--- src/rtl/seq_lookahead_pf.sv ---
module seq_lookahead_pf #(
  parameter int ADDR_W     = 32,
  parameter int BLK_BYTES  = 64,
  parameter int PAGE_BYTES = 4096,
  parameter int NUM_LINES  = 64,
  parameter int MAX_DEG    = 8,
  localparam int DEG_W     = $clog2(MAX_DEG + 1)
) (
  input  logic              clk,
  input  logic              rst_n,
  input  logic              cfg_we,
  input  logic [1:0]        cfg_mode,
  input  logic [DEG_W-1:0]  cfg_degree,
  input  logic              ref_valid,
  input  logic [ADDR_W-1:0] ref_addr,
  input  logic              ref_hit,
  input  logic              fill_valid,
  input  logic [ADDR_W-1:0] fill_addr,
  input  logic              fill_is_pf,
  output logic              pf_valid,
  input  logic              pf_ready,
  output logic [ADDR_W-1:0] pf_addr
);
  localparam int BO    = $clog2(BLK_BYTES);
  localparam int PG    = $clog2(PAGE_BYTES);
  localparam int PB_W  = PG - BO;
  localparam int IDX_W = $clog2(NUM_LINES);
  localparam int CW    = ((PB_W > DEG_W) ? PB_W : DEG_W) + 1;
  localparam logic [ADDR_W-1:0] BLK = ADDR_W'(BLK_BYTES);
  localparam logic [1:0] M_ALWAYS = 2'd0, M_MISS = 2'd1, M_TAG = 2'd2;

  logic [1:0]           mode_q;
  logic [DEG_W-1:0]     deg_q;
  logic [NUM_LINES-1:0] tag_q;
  logic [ADDR_W-1:0]    next_q;
  logic [CW-1:0]        remain_q;

  logic [IDX_W-1:0] ref_idx, fill_idx;
  logic [PB_W-1:0]  left;
  logic [CW-1:0]    cnt;
  logic             want, start, fire;

  assign ref_idx  = ref_addr[BO +: IDX_W];
  assign fill_idx = fill_addr[BO +: IDX_W];
  assign left     = {PB_W{1'b1}} - ref_addr[BO +: PB_W];
  assign cnt      = (CW'(deg_q) < CW'(left)) ? CW'(deg_q) : CW'(left);
  assign pf_valid = remain_q != '0;
  assign pf_addr  = next_q;
  assign fire     = pf_valid && pf_ready;

  always_comb begin
    case (mode_q)
      M_ALWAYS: want = 1'b1;
      M_MISS:   want = !ref_hit;
      M_TAG:    want = !ref_hit || tag_q[ref_idx];
      default:  want = 1'b0;
    endcase
  end

  assign start = ref_valid && !pf_valid && want && (cnt != '0);

  always_ff @(posedge clk) begin
    if (!rst_n) begin
      mode_q <= M_MISS;
      deg_q  <= DEG_W'(1);
    end else if (cfg_we) begin
      mode_q <= cfg_mode;
      deg_q  <= (cfg_degree > DEG_W'(MAX_DEG)) ? DEG_W'(MAX_DEG) : cfg_degree;
    end
  end

  always_ff @(posedge clk) begin
    if (!rst_n) begin
      tag_q <= '0;
    end else begin
      if (ref_valid && ref_hit) tag_q[ref_idx] <= 1'b0;
      if (fill_valid) tag_q[fill_idx] <= fill_is_pf;
    end
  end

  always_ff @(posedge clk) begin
    if (!rst_n) begin
      next_q   <= '0;
      remain_q <= '0;
    end else if (start) begin
      next_q   <= {ref_addr[ADDR_W-1:BO], {BO{1'b0}}} + BLK;
      remain_q <= cnt;
    end else if (fire) begin
      next_q   <= next_q + BLK;
      remain_q <= remain_q - 1'b1;
    end
  end


  hold_under_stall_chk: assert property (@(posedge clk) disable iff (!rst_n)
    pf_valid && !pf_ready |=> pf_valid && $stable(pf_addr));


  ascending_step_chk: assert property (@(posedge clk) disable iff (!rst_n)
    pf_valid && pf_ready |=> !pf_valid || (pf_addr == $past(pf_addr) + BLK));


  same_page_chk: assert property (@(posedge clk) disable iff (!rst_n)
    pf_valid && pf_ready |=> !pf_valid || (pf_addr[ADDR_W-1:PG] == $past(pf_addr[ADDR_W-1:PG])));


  no_page_wrap_chk: assert property (@(posedge clk) disable iff (!rst_n)
    pf_valid |-> (pf_addr[PG-1:BO] != '0) && (pf_addr[BO-1:0] == '0));


  zero_degree_chk: assert property (@(posedge clk) disable iff (!rst_n)
    !pf_valid && (deg_q == '0) && !cfg_we |=> !pf_valid);


  degree_cap_chk: assert property (@(posedge clk) disable iff (!rst_n)
    deg_q <= DEG_W'(MAX_DEG));
endmodule

--- config.mk ---
export PLATFORM = sky130hd
export DESIGN_NAME = seq_lookahead_pf
export DESIGN_NICKNAME = d
export VERILOG_FILES = /design/src/rtl/seq_lookahead_pf.sv
export SDC_FILE = /design/constraint.sdc
export NUM_CORES = 1
export LEC_CHECK = 0
export ABC_AREA = 1
export BUFFER_PORTS_ARGS = -buffer_cell sky130_fd_sc_hd__buf_2
export CAP_MARGIN = 20
export CORE_MARGIN = 2
export CORE_UTILIZATION = 58
export DETAILED_ROUTE_END_ITERATION = 8
export PLACE_DENSITY = 0.82
export SYNTH_ARGS = -nofsm -noshare
export SYNTH_HDL_FRONTEND = slang
export SYNTH_SLANG_ARGS = --single-unit
--- constraint.sdc ---
create_clock -name clk -period 3.4 [get_ports clk]
set_input_delay 0.34 -clock clk [delete_from_list [all_inputs] [get_ports clk]]
set_output_delay 0.34 -clock clk [all_outputs]
set_load 0.01 [all_outputs]
# Word-level counts from Yosys, hierarchy flattened
# Cells that the tools add are included.
# totals
ff_bits,109
in_bits,78
output_inout_bits,33
wordCells,50
# classes
addsub,4
order_cmp,6
n_eq_ne,2
n_mux,17
n_bitwise,2
reduce_logical,14
# op_table
cell,count
64-bit two-way mux,3
"32-bit by 7-bit adder with 32-bit output, second input constant",2
64-bit bitwise AND,1
64-bit bitwise mux,1
32-bit two-way mux,2
64-bit inverter,1
"6-bit by 7-bit < comparator with 1-bit output, second input constant",2
7-bit two-way mux,2
7-bit nonzero test,2
1-bit demux with 6-bit select,2
"6-bit by 1-bit >= comparator with 1-bit output, second input constant",2
1-bit logical AND,7
"7-bit by 1-bit subtractor with 7-bit output, second input constant",1
1-bit binary-select mux with 6-bit select,1
4-bit by 6-bit < comparator with 1-bit output,1
6-bit two-way mux,1
"6-bit subtractor, first input constant",1
"4-bit > comparator, second input constant",1
4-bit two-way mux,1
1-bit two-way mux,3
1-bit case mux with 3 select lines,1
"2-bit by 1-bit == test with 1-bit output, second input constant",1
"2-bit == test, second input constant",1
1-bit zero test,2
3 further kinds,3

# Logic depth before layout (Yosys ltp)
# logic_depth
ltp_word,10
mapped_depth,28
ltp_nobuf,24

# Worst setup path before layout
# OpenSTA, ideal clock, no wires.
# synth_path
kind,input to register
start,input port ref_addr[9]
end,"register next_q[12], in the netlist pf_addr[12]"
setup_time_ns,0.116
arrival_time_ns,2.638
t_required_ns,3.284
path_slack_ns,0.646
path_stages,18
path_buffers,1
path_cell_list,ha_1 > nand2_1 > inv_1 > o21bai_1 > nand2_2 > o21ai_1 > nor2_1 > nand2_1 > nand3_2 > buf_6 > o21ai_1 > ha_1 > nand2_1 > nor2_2 > nand2_1 > xor2_1 > o211ai_1 > inv_1
# synth_via
elab_chain_len,7
elab_cells_between_ends,13
classes_between,2 x add/sub; 1 x order compare; 5 x mux; 5 x reduce/logical
# synth_rtl
element,line_no,source
start: declaration,15,"input logic [ADDR_W-1:0] ref_addr,"
"parallel branches: the longest is 7 deep, another holds 6-bit subtractor",n/a,
end signal: assignment,86,"next_q <= {ref_addr[ADDR_W-1:BO], {BO{1'b0}}} + BLK;"
end signal: assignment,89,next_q <= next_q + BLK;
end: declaration,35,logic [ADDR_W-1:0] next_q;
# Several ways; the timed one is not identified. The select of a mux whose other input is x is not followed.
# A chain may end at the register's enable or synchronous reset.

# Worst setup path after layout
# layout_path
start,register deg_q[3]
end,"register next_q[30], in the netlist pf_addr[30]"
# layout_via
elab_chain_len,5
elab_cells_between_ends,6
classes_between,1 x order compare; 2 x mux; 3 x reduce/logical
# layout_rtl
element,line_no,source
start: declaration,33,logic [DEG_W-1:0] deg_q;
start signal: assignment,68,deg_q <= (cfg_degree > DEG_W'(MAX_DEG)) ? DEG_W'(MAX_DEG) : cfg_degree;
4-bit by 6-bit < comparator with 1-bit output,46,assign cnt = (CW'(deg_q) < CW'(left)) ? CW'(deg_q) : CW'(left);
6-bit two-way mux (*),46,
7-bit nonzero test (*),60,assign start = ref_valid && !pf_valid && want && (cnt != '0);
1-bit logical AND (*),60,
32-bit two-way mux or 2-bit nonzero test (tied branches),n/a,
# Every way passes the cells marked *; elsewhere a longest branch is shown, timed or not.

==> flow_summary.yaml <==
sta:
  period_share_pct: 91.51
  tns_ns: 0
  slew-limit-headroom_pct: 28.18
  max_freq_mhz: 321.4
  rsz0062_at_grt: "no"
  hold_viol: 0
  min_period_ns: 3.111
  setup_violations: 0
  clock_skew_ns: 0.007450
  tightest_slew_ns: 1.077
  slew_violations: 0
cells_and_area:
  diodes: 0
  final_cell_mix: "nand2_1, inv_1, o21ai_0"
  nFillCells: 1096
  layout_commonest_cell: "nand2_1"
  final_core_util_pct: 66.41
  final_nets: 1302
  area_delta_synth_final_pct: 11.23
  drive_above_1_share_pct: 10.70
cts:
  cts_resized: 0
  cts_made_buffers: 9
  cts.clk_slew.worst_paths_ns: 0.07
  root_buffer: "clkbuf_16"
  cts.sinks: 103
  cts_buffer_depth: 2
  clock_latency_ns: 0.36
  tritoncts: "done"
  htreeDepth: 3
  cts_setup_buffers: 0
  cts_hold_buf: 0
synth:
  synth_seq_area_share_pct: 29.99
  synth_fa_ha_area_share_pct: 0.9099
  synth_top_family_by_area: "simple AND/OR/NAND/NOR gates"
  synth.avg_cell_area_um2: 5.907
  synth_xor_area_share_pct: 0.6369
  synthMuxAreaShare_pct: 0
  yosysWarnings: 0
  synth_compound_area_share_pct: 19.56
  synthCells: 1164
  yosys-top-cells-area: "dfxtp_1, nand2_1, o21ai_0, inv_1, nand3_1"
  netlist_area_um2: 6875
  ys_ff_latch: 103
  synth.distinct_cells: 37
  synth_top_area_cell: "dfxtp_1"
  synth-simple-area-share_pct: 35.65
  synth_top_area_share_pct: 29.99
placed_design:
  dpl.hpwl_um: 14000
  io_buffers: 72
  place.gp.congestion: 0.9885
power_and_ir_drop:
  p_per_area_nw_per_um2: 661.5
  peakVddDrop_mv: 0.6769
  p_leak_uw: 0.003525
global_routing:
  antenna_found_initial: 0
  grt_overflow: 0
  grt_max_degree: 65
  grt_pass1_wl_um: 32790
  first_global_vias: 6691
  grt_usage_pct: 31.69
critical_path:
  crit_path_start_kind: "flip-flop"
  path_cells: "ha_1, nand2_1, inv_1, o21bai_1, buf_4, nand3_1, nand2_1, nor2_1, nand2_1, nand3_2, o21ai_1, ha_1, nand2_1, nor2_2, nand3_1, nor2_1, nand4_1, a21oi_1"
  cp_max_fo: 6
  worstSetupPathType: "flip-flop to flip-flop"
  slowest_stage: "dfxtp_1"
  crit_arrival_ns: 3.41
  cp_common_cell: "nand2_1"
  cp.required_ns: 3.69
  critPathCaptureType: "flip-flop"
  cpPeakStageDelay_ns: 0.32
status:
  violations: "DRC"
  outcome: "finished, violations left"
die:
  die_w_um: 112.9
  io_pins: 111
  coreArea_um2: 11520
  initial_core_util_pct: 59.70
  die_h_um: 112.9
  num_rows: 39
  dieArea_um2: 12740
detailed_routing:
  ant_nets: 0
  wire_per_inst_um: 14.86
  dr_total_vias: 7758
  drt-initial-drc-count: 1005
  first_pass_iters: 8
  viasPerCell: 5.675
  drc_errors: 6
  routed_wl_um: 20310
min_path:
  holdCritPathClass: "input pin to flip-flop"
flow_run:
  drv_cap: 0
==> kinds of logic (layout without fill, tap and decap cells) <==
group	Yosys count	in the layout
AO/OA/AOI/OAI	253	253
AND/OR/NAND/NOR	581	581
flip-flops	103	103
XOR/XNOR	5	5
adder cells (fa/ha/maj)	5	5
buffers and inverters	216	271
other	1	6
==> worst paths after layout <==
| path | from | cells after the start | slack [ns] | end |
|---|---|---|---|---|
| worst min-delay path | cfg_mode[0] | 3 | 0.19 | mode_q[0] |
| worst min register to register | mode_q[0] | 2 | 0.46 | mode_q[0] |
| worst max-delay path | deg_q[3] | 18 | 0.29 | pf_addr[30] |
| worst max register to register | deg_q[3] | 18 | 0.29 | pf_addr[30] |
==> cell usage after synthesis (all sizes together) <==
| library cell | n |
|---|---|
| a31oi | 2 |
| nand3 | 80 |
| clkbuf | 23 |
| xor2 | 5 |
| nor3 | 16 |
| buf | 32 |
| nor2 | 92 |
| nand2 | 348 |
| dfxtp | 103 |
| a211oi | 1 |
| a221o | 1 |
| or2 | 6 |
| inv | 161 |
| o221ai | 9 |
| or4 | 1 |
| a21oi | 75 |
| ha | 5 |
| nor4 | 1 |
| a221oi | 1 |
| and3 | 1 |
| o211ai | 7 |
| nand3b | 1 |
| o21bai | 4 |
| o21ai | 153 |
| nand4 | 35 |
| conb | 1 |
==> flip-flops by register name, summed over array words and instances, names as in the netlist <==
name / count
tag_q: 64
mode_q: 2
deg_q: 4
remain_q: 7
pf_addr: 26
==> critical path: cells and delay by family, from the launching register on <==
| kind | cells | cell delay (ns) |
|---|---|---|
| AND/OR/NAND/NOR | 11 | 1.37 |
| AO/OA/AOI/OAI | 3 | 0.61 |
| adder cells (fa/ha/maj) | 2 | 0.54 |
| flip-flops | 1 | 0.32 |
| buffers and inverters | 2 | 0.20 |
==> stage by stage <==
stage          std cells  cell area, um^2  power, uW  setup WS [ns]  hold slack, ns
6_report            1367             7647       5059         0.2885          0.1915
2_1_floorplan       1169             6894       3257         0.6458          0.4225
4_1_cts             1365             7630       5028         0.2972          0.1848
5_1_grt             1367             7647       5443        0.01589          0.2086
3_3_place_gp        1349             7318       3874         0.1276          0.4324
3_5_place_dp        1349             7318       3913         0.1166          0.4491
==> cell type report <==
type / count / area, um^2 / share of cell area (%)
multi-input cells: 850 / 3930 / 51.39
flip-flops and latches: 103 / 2062 / 26.96
repair buffers: 94 / 560.5 / 7.330
clock buffers: 14 / 274.0 / 3.583
inverters: 161 / 604.3 / 7.902
well taps: 143 / 178.9 / 2.340
clock inverters: 2 / 37.54 / 0.4908
==> routing by layer <==
layer	GRT usage, %	up-vias	routed length, um
li1	-	3871	-
met1	43.98	3455	8768
met2	49.04	387	8956
met3	7.338	45	2112
met4	10.33	0	476
met5	0	-	0
==> power breakdown <==
group	internal, uW	switching, uW	leakage (uW)
logic	801	1580	0.00254
clock network	633	475	0.000149
registers	1420	153	0.000838
Note: power is estimated with default switching activity, not from simulation.
